**config.mk**
```make
export PLATFORM = sky130hd
export DESIGN_NAME = lazy_flag_unit
export DESIGN_NICKNAME = d
export VERILOG_FILES = /design/src/rtl/lfu_pkg.sv /design/src/rtl/lfu_thunk_reg.sv /design/src/rtl/lfu_flag_calc.sv /design/src/rtl/lazy_flag_unit.sv
export SDC_FILE = /design/constraint.sdc
export NUM_CORES = 1
export LEC_CHECK = 0
export ABC_CLOCK_PERIOD_IN_PS = 6800
export BUFFER_PORTS_ARGS = -buffer_cell sky130_fd_sc_hd__buf_2
export CAP_MARGIN = 5
export CORE_ASPECT_RATIO = 1.25
export CORE_MARGIN = 3
export CORE_UTILIZATION = 25
export CTS_CLUSTER_SIZE = 8
export DETAILED_ROUTE_END_ITERATION = 12
export HOLD_SLACK_MARGIN = 0.12
export PLACE_DENSITY = 0.53
export SETUP_SLACK_MARGIN = 0.15
export SYNTH_ARGS = -nofsm -noshare
export SYNTH_HDL_FRONTEND = slang
export SYNTH_SLANG_ARGS = --single-unit
```
**constraint.sdc**
```tcl
create_clock -name clk -period 6.8 [get_ports clk]
set_clock_uncertainty 0.1 [all_clocks]
set_input_delay 0.68 -clock clk [delete_from_list [all_inputs] [get_ports clk]]
set_output_delay 0.68 -clock clk [all_outputs]
set_load 0.02 [all_outputs]
```
**src/rtl/lfu_pkg.sv**
```systemverilog
package lfu_pkg;

  localparam logic [3:0] OP_COPY  = 4'd0;
  localparam logic [3:0] OP_ADD_W = 4'd1;
  localparam logic [3:0] OP_ADD_D = 4'd2;
  localparam logic [3:0] OP_SUB_W = 4'd3;
  localparam logic [3:0] OP_SUB_D = 4'd4;
  localparam logic [3:0] OP_ADC_W = 4'd5;
  localparam logic [3:0] OP_ADC_D = 4'd6;
  localparam logic [3:0] OP_SBC_W = 4'd7;
  localparam logic [3:0] OP_SBC_D = 4'd8;
  localparam logic [3:0] OP_LOG_W = 4'd9;
  localparam logic [3:0] OP_LOG_D = 4'd10;

  typedef struct packed {
    logic n;
    logic z;
    logic c;
    logic v;
  } nzcv_t;

  function automatic logic cond_hit(input logic [3:0] cc, input nzcv_t f);
    logic base;
    case (cc[3:1])
      3'd0: base = f.z;
      3'd1: base = f.c;
      3'd2: base = f.n;
      3'd3: base = f.v;
      3'd4: base = f.c & ~f.z;
      3'd5: base = (f.n == f.v);
      3'd6: base = ~f.z & (f.n == f.v);
      default: base = 1'b1;
    endcase
    if (cc[3:1] == 3'd7) return 1'b1;
    return cc[0] ? ~base : base;
  endfunction

endpackage

```
**src/rtl/lfu_thunk_reg.sv**
```systemverilog
module lfu_thunk_reg #(
  parameter int DW = 64,
  parameter int OPW = 4
) (
  input  logic           clk,
  input  logic           rst_n,
  input  logic           load,
  input  logic [OPW-1:0] op_in,
  input  logic [DW-1:0]  a_in,
  input  logic [DW-1:0]  b_in,
  input  logic [DW-1:0]  c_in,
  output logic [OPW-1:0] op_q,
  output logic [DW-1:0]  a_q,
  output logic [DW-1:0]  b_q,
  output logic [DW-1:0]  c_q
);
  always_ff @(posedge clk) begin
    if (!rst_n) begin
      op_q <= '0;
      a_q  <= '0;
      b_q  <= '0;
      c_q  <= '0;
    end else if (load) begin
      op_q <= op_in;
      a_q  <= a_in;
      b_q  <= b_in;
      c_q  <= c_in;
    end
  end
endmodule

```
**src/rtl/lfu_flag_calc.sv**
```systemverilog
module lfu_flag_calc
  import lfu_pkg::*;
#(
  parameter int DW = 64,
  parameter int HW = 32,
  parameter int NZCV_LSB = 28
) (
  input  logic [3:0]    op,
  input  logic [DW-1:0] a,
  input  logic [DW-1:0] b,
  input  logic [DW-1:0] c,
  output nzcv_t         flags
);
  localparam int NWIDTH = 2;

  for (genvar g = 0; g < NWIDTH; g++) begin : g_w
    localparam int W = (g == 0) ? HW : DW;
    logic [W-1:0] x, yy;
    logic [W:0]   s;
    logic         ci, inv;
    nzcv_t        arith, logic_f;
    always_comb begin
      x   = a[W-1:0];
      inv = (op == OP_SUB_W) || (op == OP_SUB_D) || (op == OP_SBC_W) || (op == OP_SBC_D);
      yy  = inv ? ~b[W-1:0] : b[W-1:0];
      case (op)
        OP_SUB_W, OP_SUB_D: ci = 1'b1;
        OP_ADC_W, OP_ADC_D, OP_SBC_W, OP_SBC_D: ci = c[0];
        default: ci = 1'b0;
      endcase
      s = {1'b0, x} + {1'b0, yy} + {{W{1'b0}}, ci};
      arith.n = s[W-1];
      arith.z = (s[W-1:0] == '0);
      arith.c = s[W];
      arith.v = (x[W-1] == yy[W-1]) && (s[W-1] != x[W-1]);
      logic_f.n = x[W-1];
      logic_f.z = (x == '0);
      logic_f.c = 1'b0;
      logic_f.v = 1'b0;
    end
  end

  always_comb begin
    case (op)
      OP_COPY:  flags = nzcv_t'(a[NZCV_LSB +: 4]);
      OP_ADD_W, OP_SUB_W, OP_ADC_W, OP_SBC_W: flags = g_w[0].arith;
      OP_ADD_D, OP_SUB_D, OP_ADC_D, OP_SBC_D: flags = g_w[1].arith;
      OP_LOG_W: flags = g_w[0].logic_f;
      OP_LOG_D: flags = g_w[1].logic_f;
      default:  flags = '0;
    endcase
  end
endmodule

```
**src/rtl/lazy_flag_unit.sv**
```systemverilog
module lazy_flag_unit
  import lfu_pkg::*;
#(
  parameter int DW = 64,
  parameter int HW = 32,
  parameter int NZCV_LSB = 28
) (
  input  logic          clk,
  input  logic          rst_n,
  input  logic          rec_valid,
  output logic          rec_ready,
  input  logic [3:0]    rec_op,
  input  logic [DW-1:0] rec_a,
  input  logic [DW-1:0] rec_b,
  input  logic [DW-1:0] rec_c,
  input  logic [7:0]    query_sel,
  output logic [DW-1:0] flag_word,
  output logic [DW-1:0] cond_word
);
  logic [3:0]    st_op;
  logic [DW-1:0] st_a, st_b, st_c;
  nzcv_t         st_flags, q_flags;

  assign rec_ready = 1'b1;

  lfu_thunk_reg #(.DW(DW), .OPW(4)) u_thunk (
    .clk(clk), .rst_n(rst_n), .load(rec_valid & rec_ready),
    .op_in(rec_op), .a_in(rec_a), .b_in(rec_b), .c_in(rec_c),
    .op_q(st_op), .a_q(st_a), .b_q(st_b), .c_q(st_c)
  );

  lfu_flag_calc #(.DW(DW), .HW(HW), .NZCV_LSB(NZCV_LSB)) u_stored (
    .op(st_op), .a(st_a), .b(st_b), .c(st_c), .flags(st_flags)
  );

  lfu_flag_calc #(.DW(DW), .HW(HW), .NZCV_LSB(NZCV_LSB)) u_query (
    .op(query_sel[3:0]), .a(st_a), .b(st_b), .c(st_c), .flags(q_flags)
  );

  assign flag_word = {{(DW-4){1'b0}}, st_flags} << NZCV_LSB;
  assign cond_word = {{(DW-1){1'b0}}, cond_hit(query_sel[7:4], q_flags)};
endmodule

```
## Word-level counts from Yosys, hierarchy flattened

Index checks and enable logic that the tools add are counted.

- Bits in registers: 133
- Input bits: 207
- Logic and storage cells: 94

- $add $sub $neg: 8
- Equality and inequality tests: 36
- Muxes and demuxes: 13
- Bitwise operators: 6
- Reduce and logical (&&, ||, !) cells: 27

Operators with widths:

| kind | number |
|---|---|
| logical NOT 64 bit | 3 |
| adder 64 x 64 -> 65 bit | 2 |
| adder 65 x 1 -> 65 bit | 2 |
| two-way mux 64 bit | 2 |
| logical NOT 32 bit | 3 |
| adder 32 x 32 -> 33 bit | 2 |
| adder 33 x 1 -> 33 bit | 2 |
| two-way mux 32 bit | 2 |
| NOT 64 bit | 1 |
| one-hot mux 4 bit (5 select lines) | 2 |
| equality test 4 x 3 -> 1 bit, second input constant | 8 |
| NOT 32 bit | 1 |
| equality test 4 bit, second input constant | 6 |
| OR reduction 4 bit | 6 |
| equality test 4 x 2 -> 1 bit, second input constant | 4 |
| equality test 3 bit, second input constant | 4 |
| equality test 4 x 1 -> 1 bit, second input constant | 2 |
| logical NOT 4 bit | 2 |
| one-hot mux 1 bit (7 select lines) | 1 |
| equality test 3 x 2 -> 1 bit, second input constant | 2 |
| logical OR 1 bit | 6 |
| equality test 1 bit | 5 |
| logical AND 1 bit | 4 |
| two-way mux 1 bit | 4 |
| 7 further kinds | 14 |

## Longest topological paths before layout

- Depth in word-level cells: 16
- Mapped depth: 23
- Depth with buffers taken out: 21

## Modules after synthesis

From an unflattened synthesis, not the netlist that was laid out.

- Cell total of the unflattened synthesis: 2475
- Area total of the unflattened synthesis: 19775.2 sq um

Modules (own cells, without submodules):

| module | times used | cells an instance | area each (sq um) |
|---|---|---|---|
| lfu_thunk_reg | 1 | 631 | 7474.7 |
| lfu_flag_calc at u_stored | 1 | 879 | 5794.3 |
| lfu_flag_calc at u_query | 1 | 821 | 5437.7 |
| lazy_flag_unit | 1 | 144 | 1068.5 |

## Worst setup path after synthesis

Ideal clock, no wire load.

- Kind: input to output
- Start point: input port query_sel[0]
- End point: output port cond_word[0]
- Data arrival time: 5.859 ns
- Data required time: 6.020 ns
- Setup slack: 0.161 ns
- Stages on the path: 22
- Buffers on the path: 3
- Cells stage by stage: clkbuf_1 nor2b_1 nand2_1 o31ai_1 buf_1 clkbuf_1 xnor2_1 fa_1 fa_1 nor2b_1 o31a_1 o21ai_0 a2111oi_4 o211ai_2 a32oi_1 nand4b_1 a2111oi_1 nand4_1 or4_1 nand2_1 nor4_1 nor3b_2

- Cells in the longest elaborated chain, start to end: 16
- Elaborated cells on any way between the ends: 42
- Those cells by class: add/sub: 4; eq/ne: 15; mux: 7; bitwise: 4; reduce/logical: 12

Ends and longest elaborated chain:

| element | line | RTL |
|---|---|---|
| start, declared | lazy_flag_unit.sv:16 | `input logic [7:0] query_sel,` |
| branches (longest 9 deep; another with adder 64 x 64 -> 65 bit) | -- |  |
| one-hot mux 4 bit (5 select lines) (*) | lfu_flag_calc.sv:44 | `case (op)` |
| equality test 1 bit | lfu_pkg.sv:30, lfu_pkg.sv:31 |  |
| bitwise AND 1 bit | lfu_pkg.sv:31 | `3'd6: base = ~f.z & (f.n == f.v);` |
| one-hot mux 1 bit (7 select lines) (*) | lfu_pkg.sv:24 | `case (cc[3:1])` |
| NOT 1 bit | lfu_pkg.sv:35 | `return cc[0] ? ~base : base;` |
| two-way mux 1 bit (*) (2 in series) | lfu_pkg.sv:35 |  |
| end, declared | lazy_flag_unit.sv:18 | `output logic [DW-1:0] cond_word` |

Every way passes the cells marked *.

## Final worst setup path

- Start point: register u_thunk.op_q[2]
- End point: output port flag_word[30]

- Cells in the longest elaborated chain, start to end: 9
- Elaborated cells on any way between the ends: 28
- Those cells by class: add/sub: 4; eq/ne: 10; mux: 4; reduce/logical: 10

Ends and longest elaborated chain:

| element | line | RTL |
|---|---|---|
| start, declared | lfu_thunk_reg.sv:12 | `output logic [OPW-1:0] op_q,` |
| start signal, assigned | lfu_thunk_reg.sv:24 | `op_q <= op_in;` |
| equality test 4 x 2 -> 1 bit / equality test 4 x 3 -> 1 bit (equally long branches) | lfu_flag_calc.sv:24, lfu_flag_calc.sv:26, lfu_flag_calc.sv:44 |  |
| logical OR 1 bit (3 in series) | lfu_flag_calc.sv:24 | `inv = (op == OP_SUB_W) \|\| (op == OP_SUB_D) \|\| (op == OP_SBC_W) \|\| (op == OP_SBC_D);` |
| two-way mux 64 bit / two-way mux 32 bit (equally long branches) | lfu_flag_calc.sv:25 | `yy = inv ? ~b[W-1:0] : b[W-1:0];` |
| adder 64 x 64 -> 65 bit / adder 32 x 32 -> 33 bit (equally long branches) | lfu_flag_calc.sv:31 | `s = {1'b0, x} + {1'b0, yy} + {{W{1'b0}}, ci};` |
| adder 65 x 1 -> 65 bit / adder 33 x 1 -> 33 bit (equally long branches) | lfu_flag_calc.sv:31 |  |
| logical NOT 64 bit / logical NOT 32 bit (equally long branches) | lfu_flag_calc.sv:33 | `arith.z = (s[W-1:0] == '0);` |
| one-hot mux 4 bit (5 select lines) (*) | lfu_flag_calc.sv:44 |  |
| end, declared | lazy_flag_unit.sv:17 | `output logic [DW-1:0] flag_word,` |

Every way passes the cells marked *; elsewhere a longest branch is shown, timed or not.

==> impl_metrics.py <==
metrics = {
    "die": {
        "fp-row-count": 106,
        "die_w_microns": 240,
        "die_area_sq_mm": 0.0717,
        "io_pins": 336,
        "dieHeight_microns": 299,
        "initial_core_util_pct": 25.4,
        "core_sq_mm": 0.0674,
    },
    "yosys": {
        "synth-simple-area-share_pct": 21.8,
        "synth_xor_area_share_pct": 10.1,
        "synth-seq-cells": 133,
        "synth-edff-count": 0,
        "yosysWarnings": 0,
        "synth_top_family_by_area": "compound AO/OA/AOI/OAI gates",
        "yosysMostFrequentCell": "a21oi_1",
        "synthTopCellsByArea": "dfxtp_1 16%, ha_1 9.2%, mux2i_1 8.7%",
        "async_reset_ff_share_pct": 0,
        "syn_area_sq_mm": 0.0171,
        "synth_top_area_share_pct": 15.6,
        "ys.flop_type": "dfxtp_1",
        "syn_area_per_cell_sq_um": 7.68,
        "ys_types": 101,
        "synth_top_area_cell": "dfxtp_1",
        "ys_seq_area_share_pct": 15.6,
        "synth_common_cells": "173 x a21oi_1, 153 x nand2_1, 153 x nor2b_1, 149 x mux2i_1, 133 x dfxtp_1",
        "syn_inst": 2230,
        "synth_compound_area_share_pct": 24.4,
        "synthAdderAreaFrac_pct": 9.68,
        "synth_mux_area_share_pct": 8.84,
    },
    "timing": {
        "rsz0062_at_grt": "true",
        "tightest_slew_ns": 1.02,
        "finalSetupTns_ns": 0,
        "hold_viol": 0,
        "drv_slew": 0,
        "final.min_clock_period_ns": 6.44,
        "max_freq_mhz": 155,
        "finalSetupViolCount": 0,
        "period_share_pct": 94.7,
        "worst_slew_margin_rel_pct": 32.0,
    },
    "setup_path": {
        "crit_path_start_kind": "flop",
        "path_max_fanout": 25,
        "slowest_stage": "or4_1",
        "crit_arrival_ns": 5.66,
        "max_stage_delay_ns": 0.53,
        "required_ns": 6.02,
        "cp-end-kind": "primary output",
        "crit_top_cell": "buf_4",
        "reg2regPathDepth": 3,
        "path_class": "reg -> out",
        "cp_cell_sequence": "buf_4 -> nand2_1 -> a21oi_2 -> a21oi_4 -> buf_12 -> xnor2_1 -> ha_1 -> o2111ai_1 -> a2111oi_2 -> buf_4 -> a211oi_2 -> o211ai_1 -> a211o_1 -> nand3_1 -> mux2i_1 -> or3_1 -> or4_1 -> nor4_2 -> nand4_1 -> nand2_2 -> buf_2",
    },
    "placed_design": {
        "finalWeightedCongestion": 0.943,
        "io_buffers": 148,
        "dp_hpwl_mm": 51.1,
    },
    "cts": {
        "cts_tree": "yes",
        "clk_path_buf_depth": 2,
        "ctsHoldBuffers": 0,
        "cts_sinks": 133,
        "numCtsBuffers": 17,
        "root_buffer": "clkbuf_16",
        "clk_latency_ns": 0.45,
        "h-tree-depth": 4,
        "clkTransAtPathRegs_ns": 0.08,
    },
    "layout": {
        "fin_nets": 2784,
        "antenna_cells": 0,
        "final_layout_size_suffix_gt1_share_pct": 18.1,
        "synthToLayoutAreaGrowth_pct": 18.1,
        "fillers": 7278,
        "post-route-util_pct": 30.0,
    },
    "routing": {
        "routed_wl_mm": 62.7,
        "drt-pass1-iter-count": 8,
        "initialDrtViolationCount": 1154,
        "drt-vias-per-instance": 5.11,
        "drtAntennaViolNets": 0,
        "drc": 0,
        "vias": 16996,
        "avgRoutedWirePerCell_microns": 18.9,
    },
    "global_routing": {
        "antenna_found_initial": 0,
        "grt_overflow_total": 0,
        "grt_pass1_vias": 15981,
        "track_usage_pct": 16.8,
        "grt_max_degree": 91,
        "grt_pass1_wl_mm": 94.2,
    },
    "hold_path": {
        "holdPathStages": 3,
        "hp-class": "in -> reg",
    },
    "pwr": {
        "p_int_uw": 2170,
        "power.leakage_uw": 0.00911,
        "switching_share_pct": 42.5,
        "seqPwrFrac_pct": 24.5,
        "switchingPower_uw": 1610,
        "peakVddDrop_v": 0.000188,
        "power_density_mw_per_mm2": 187,
        "p_clk_share_pct": 26.7,
        "combPwrFrac_pct": 48.8,
        "power.total_uw": 3780,
    },
    "job": {
        "cap_violations": 0,
    },
    "run_status": {
        "status": "finished clean",
    },
}
-- sequential cells by signal, indices dropped and copies added (netlist names) --
signal        flops
u_thunk.op_q      4
u_thunk.c_q       1
u_thunk.a_q      64
u_thunk.b_q      64
-- stage by stage --
step                cells  setup slack (ns)  hold WS [ns]  area [sq um]
floorplan            2352             0.161         0.406         17600
global placement     3287            0.0280         0.461         19300
detailed placement   3287             0.112         0.473         19300
CTS                  3320             0.132         0.364         20000
global route         3324             0.133         0.392         20200
finish               3324             0.360         0.383         20200
-- routing by layer --
| metal | wire length [microns] | track usage, % | share of wire [%] |
|---|---|---|---|
| met5 | 0 | 0 | 0 |
| met3 | 3200 | 1.63 | 5.1 |
| met1 | 27800 | 22.0 | 44 |
| met2 | 29900 | 28.9 | 48 |
| met4 | 1800 | 5.46 | 2.9 |
-- cell type report --
cell class	instances	area (sq um)	share of cell area (%)
Tap cell	864	1080	5.35
Multi-Input combinational cell	1921	13500	66.8
Inverter	47	176	0.873
Timing Repair Buffer	327	2170	10.7
Clock buffer	18	429	2.12
Sequential cell	133	2670	13.2
Clock inverter	14	178	0.879
-- power groups by stage --
stage          clock network (uW)  registers, uW  logic (uW)
6_report                     1010            926        1850
5_1_grt                      1050            927        2020
3_3_place_gp                    0            940        1780
2_1_floorplan                   0            884        1310
4_1_cts                      1030            922        1800
3_5_place_dp                    0            939        1780
-- worst max-delay path: cells and delay by family (launching register included) --
| kind | cells | cell delay, ns |
|---|---|---|
| AND/OR/NAND/NOR | 7 | 1.69 |
| AO/OA/AOI/OAI | 7 | 1.57 |
| buffers and inverters | 4 | 0.75 |
| adder cells (fa/ha/maj) | 1 | 0.47 |
| flip-flops | 1 | 0.41 |
| XOR/XNOR | 1 | 0.15 |
| multiplexers | 1 | 0.14 |
-- final timing paths --
| kind | startpoint | to | slack [ns] |
|---|---|---|---|
| setup reg to reg | u_thunk.a_q[63]$_SDFFE_PN0P_ | u_thunk.a_q[63]$_SDFFE_PN0P_ | 5.62 |
| hold / removal | rec_b[59] | u_thunk.b_q[59]$_SDFFE_PN0P_ | 0.38 |
| setup / recovery | u_thunk.op_q[2]$_SDFFE_PN0P_ | flag_word[30] | 0.36 |
| hold reg to reg | u_thunk.a_q[26]$_SDFFE_PN0P_ | u_thunk.a_q[26]$_SDFFE_PN0P_ | 0.48 |
-- cell usage in the layout, fill, tap and decap left out, drive strengths merged, types with 7 or more instances in the layout --
master / n
a2111oi: 17
a211o: 9
a211oi: 26
a21boi: 7
a21o: 65
a21oi: 184
a221oi: 9
a22oi: 7
a31oi: 16
and2: 8
and3: 15
buf: 324
clkbuf: 21
conb: 124
dfxtp: 133
ha: 126
inv: 49
mux2i: 149
nand2: 154
nand2b: 15
nand3: 38
nand4: 67
nor2: 132
nor2b: 153
nor3: 33
nor4: 34
o2111ai: 14
o211ai: 17
o21a: 28
o21ai: 107
o21bai: 20
o221ai: 8
o22ai: 7
o31ai: 8
or2: 7
or3: 15
or4: 9
xnor2: 105
xor2: 92
-- timing repair --
action | CTS | global route
pin swaps | 2 | 8
gates resized for setup | 15 | 46
setup buffers | 1 | 3
endpoints found under the setup margin | 2 | 4
gates cloned | 0 | 1
-- cell families after synthesis --
kind of cell,after synthesis
simple gates,708
compound gates,611
buf+inv,298
xor+xnor,197
mux,151
flops,133
fa+ha+maj,130
other cells,2
(Power assumes the default switching activity.)
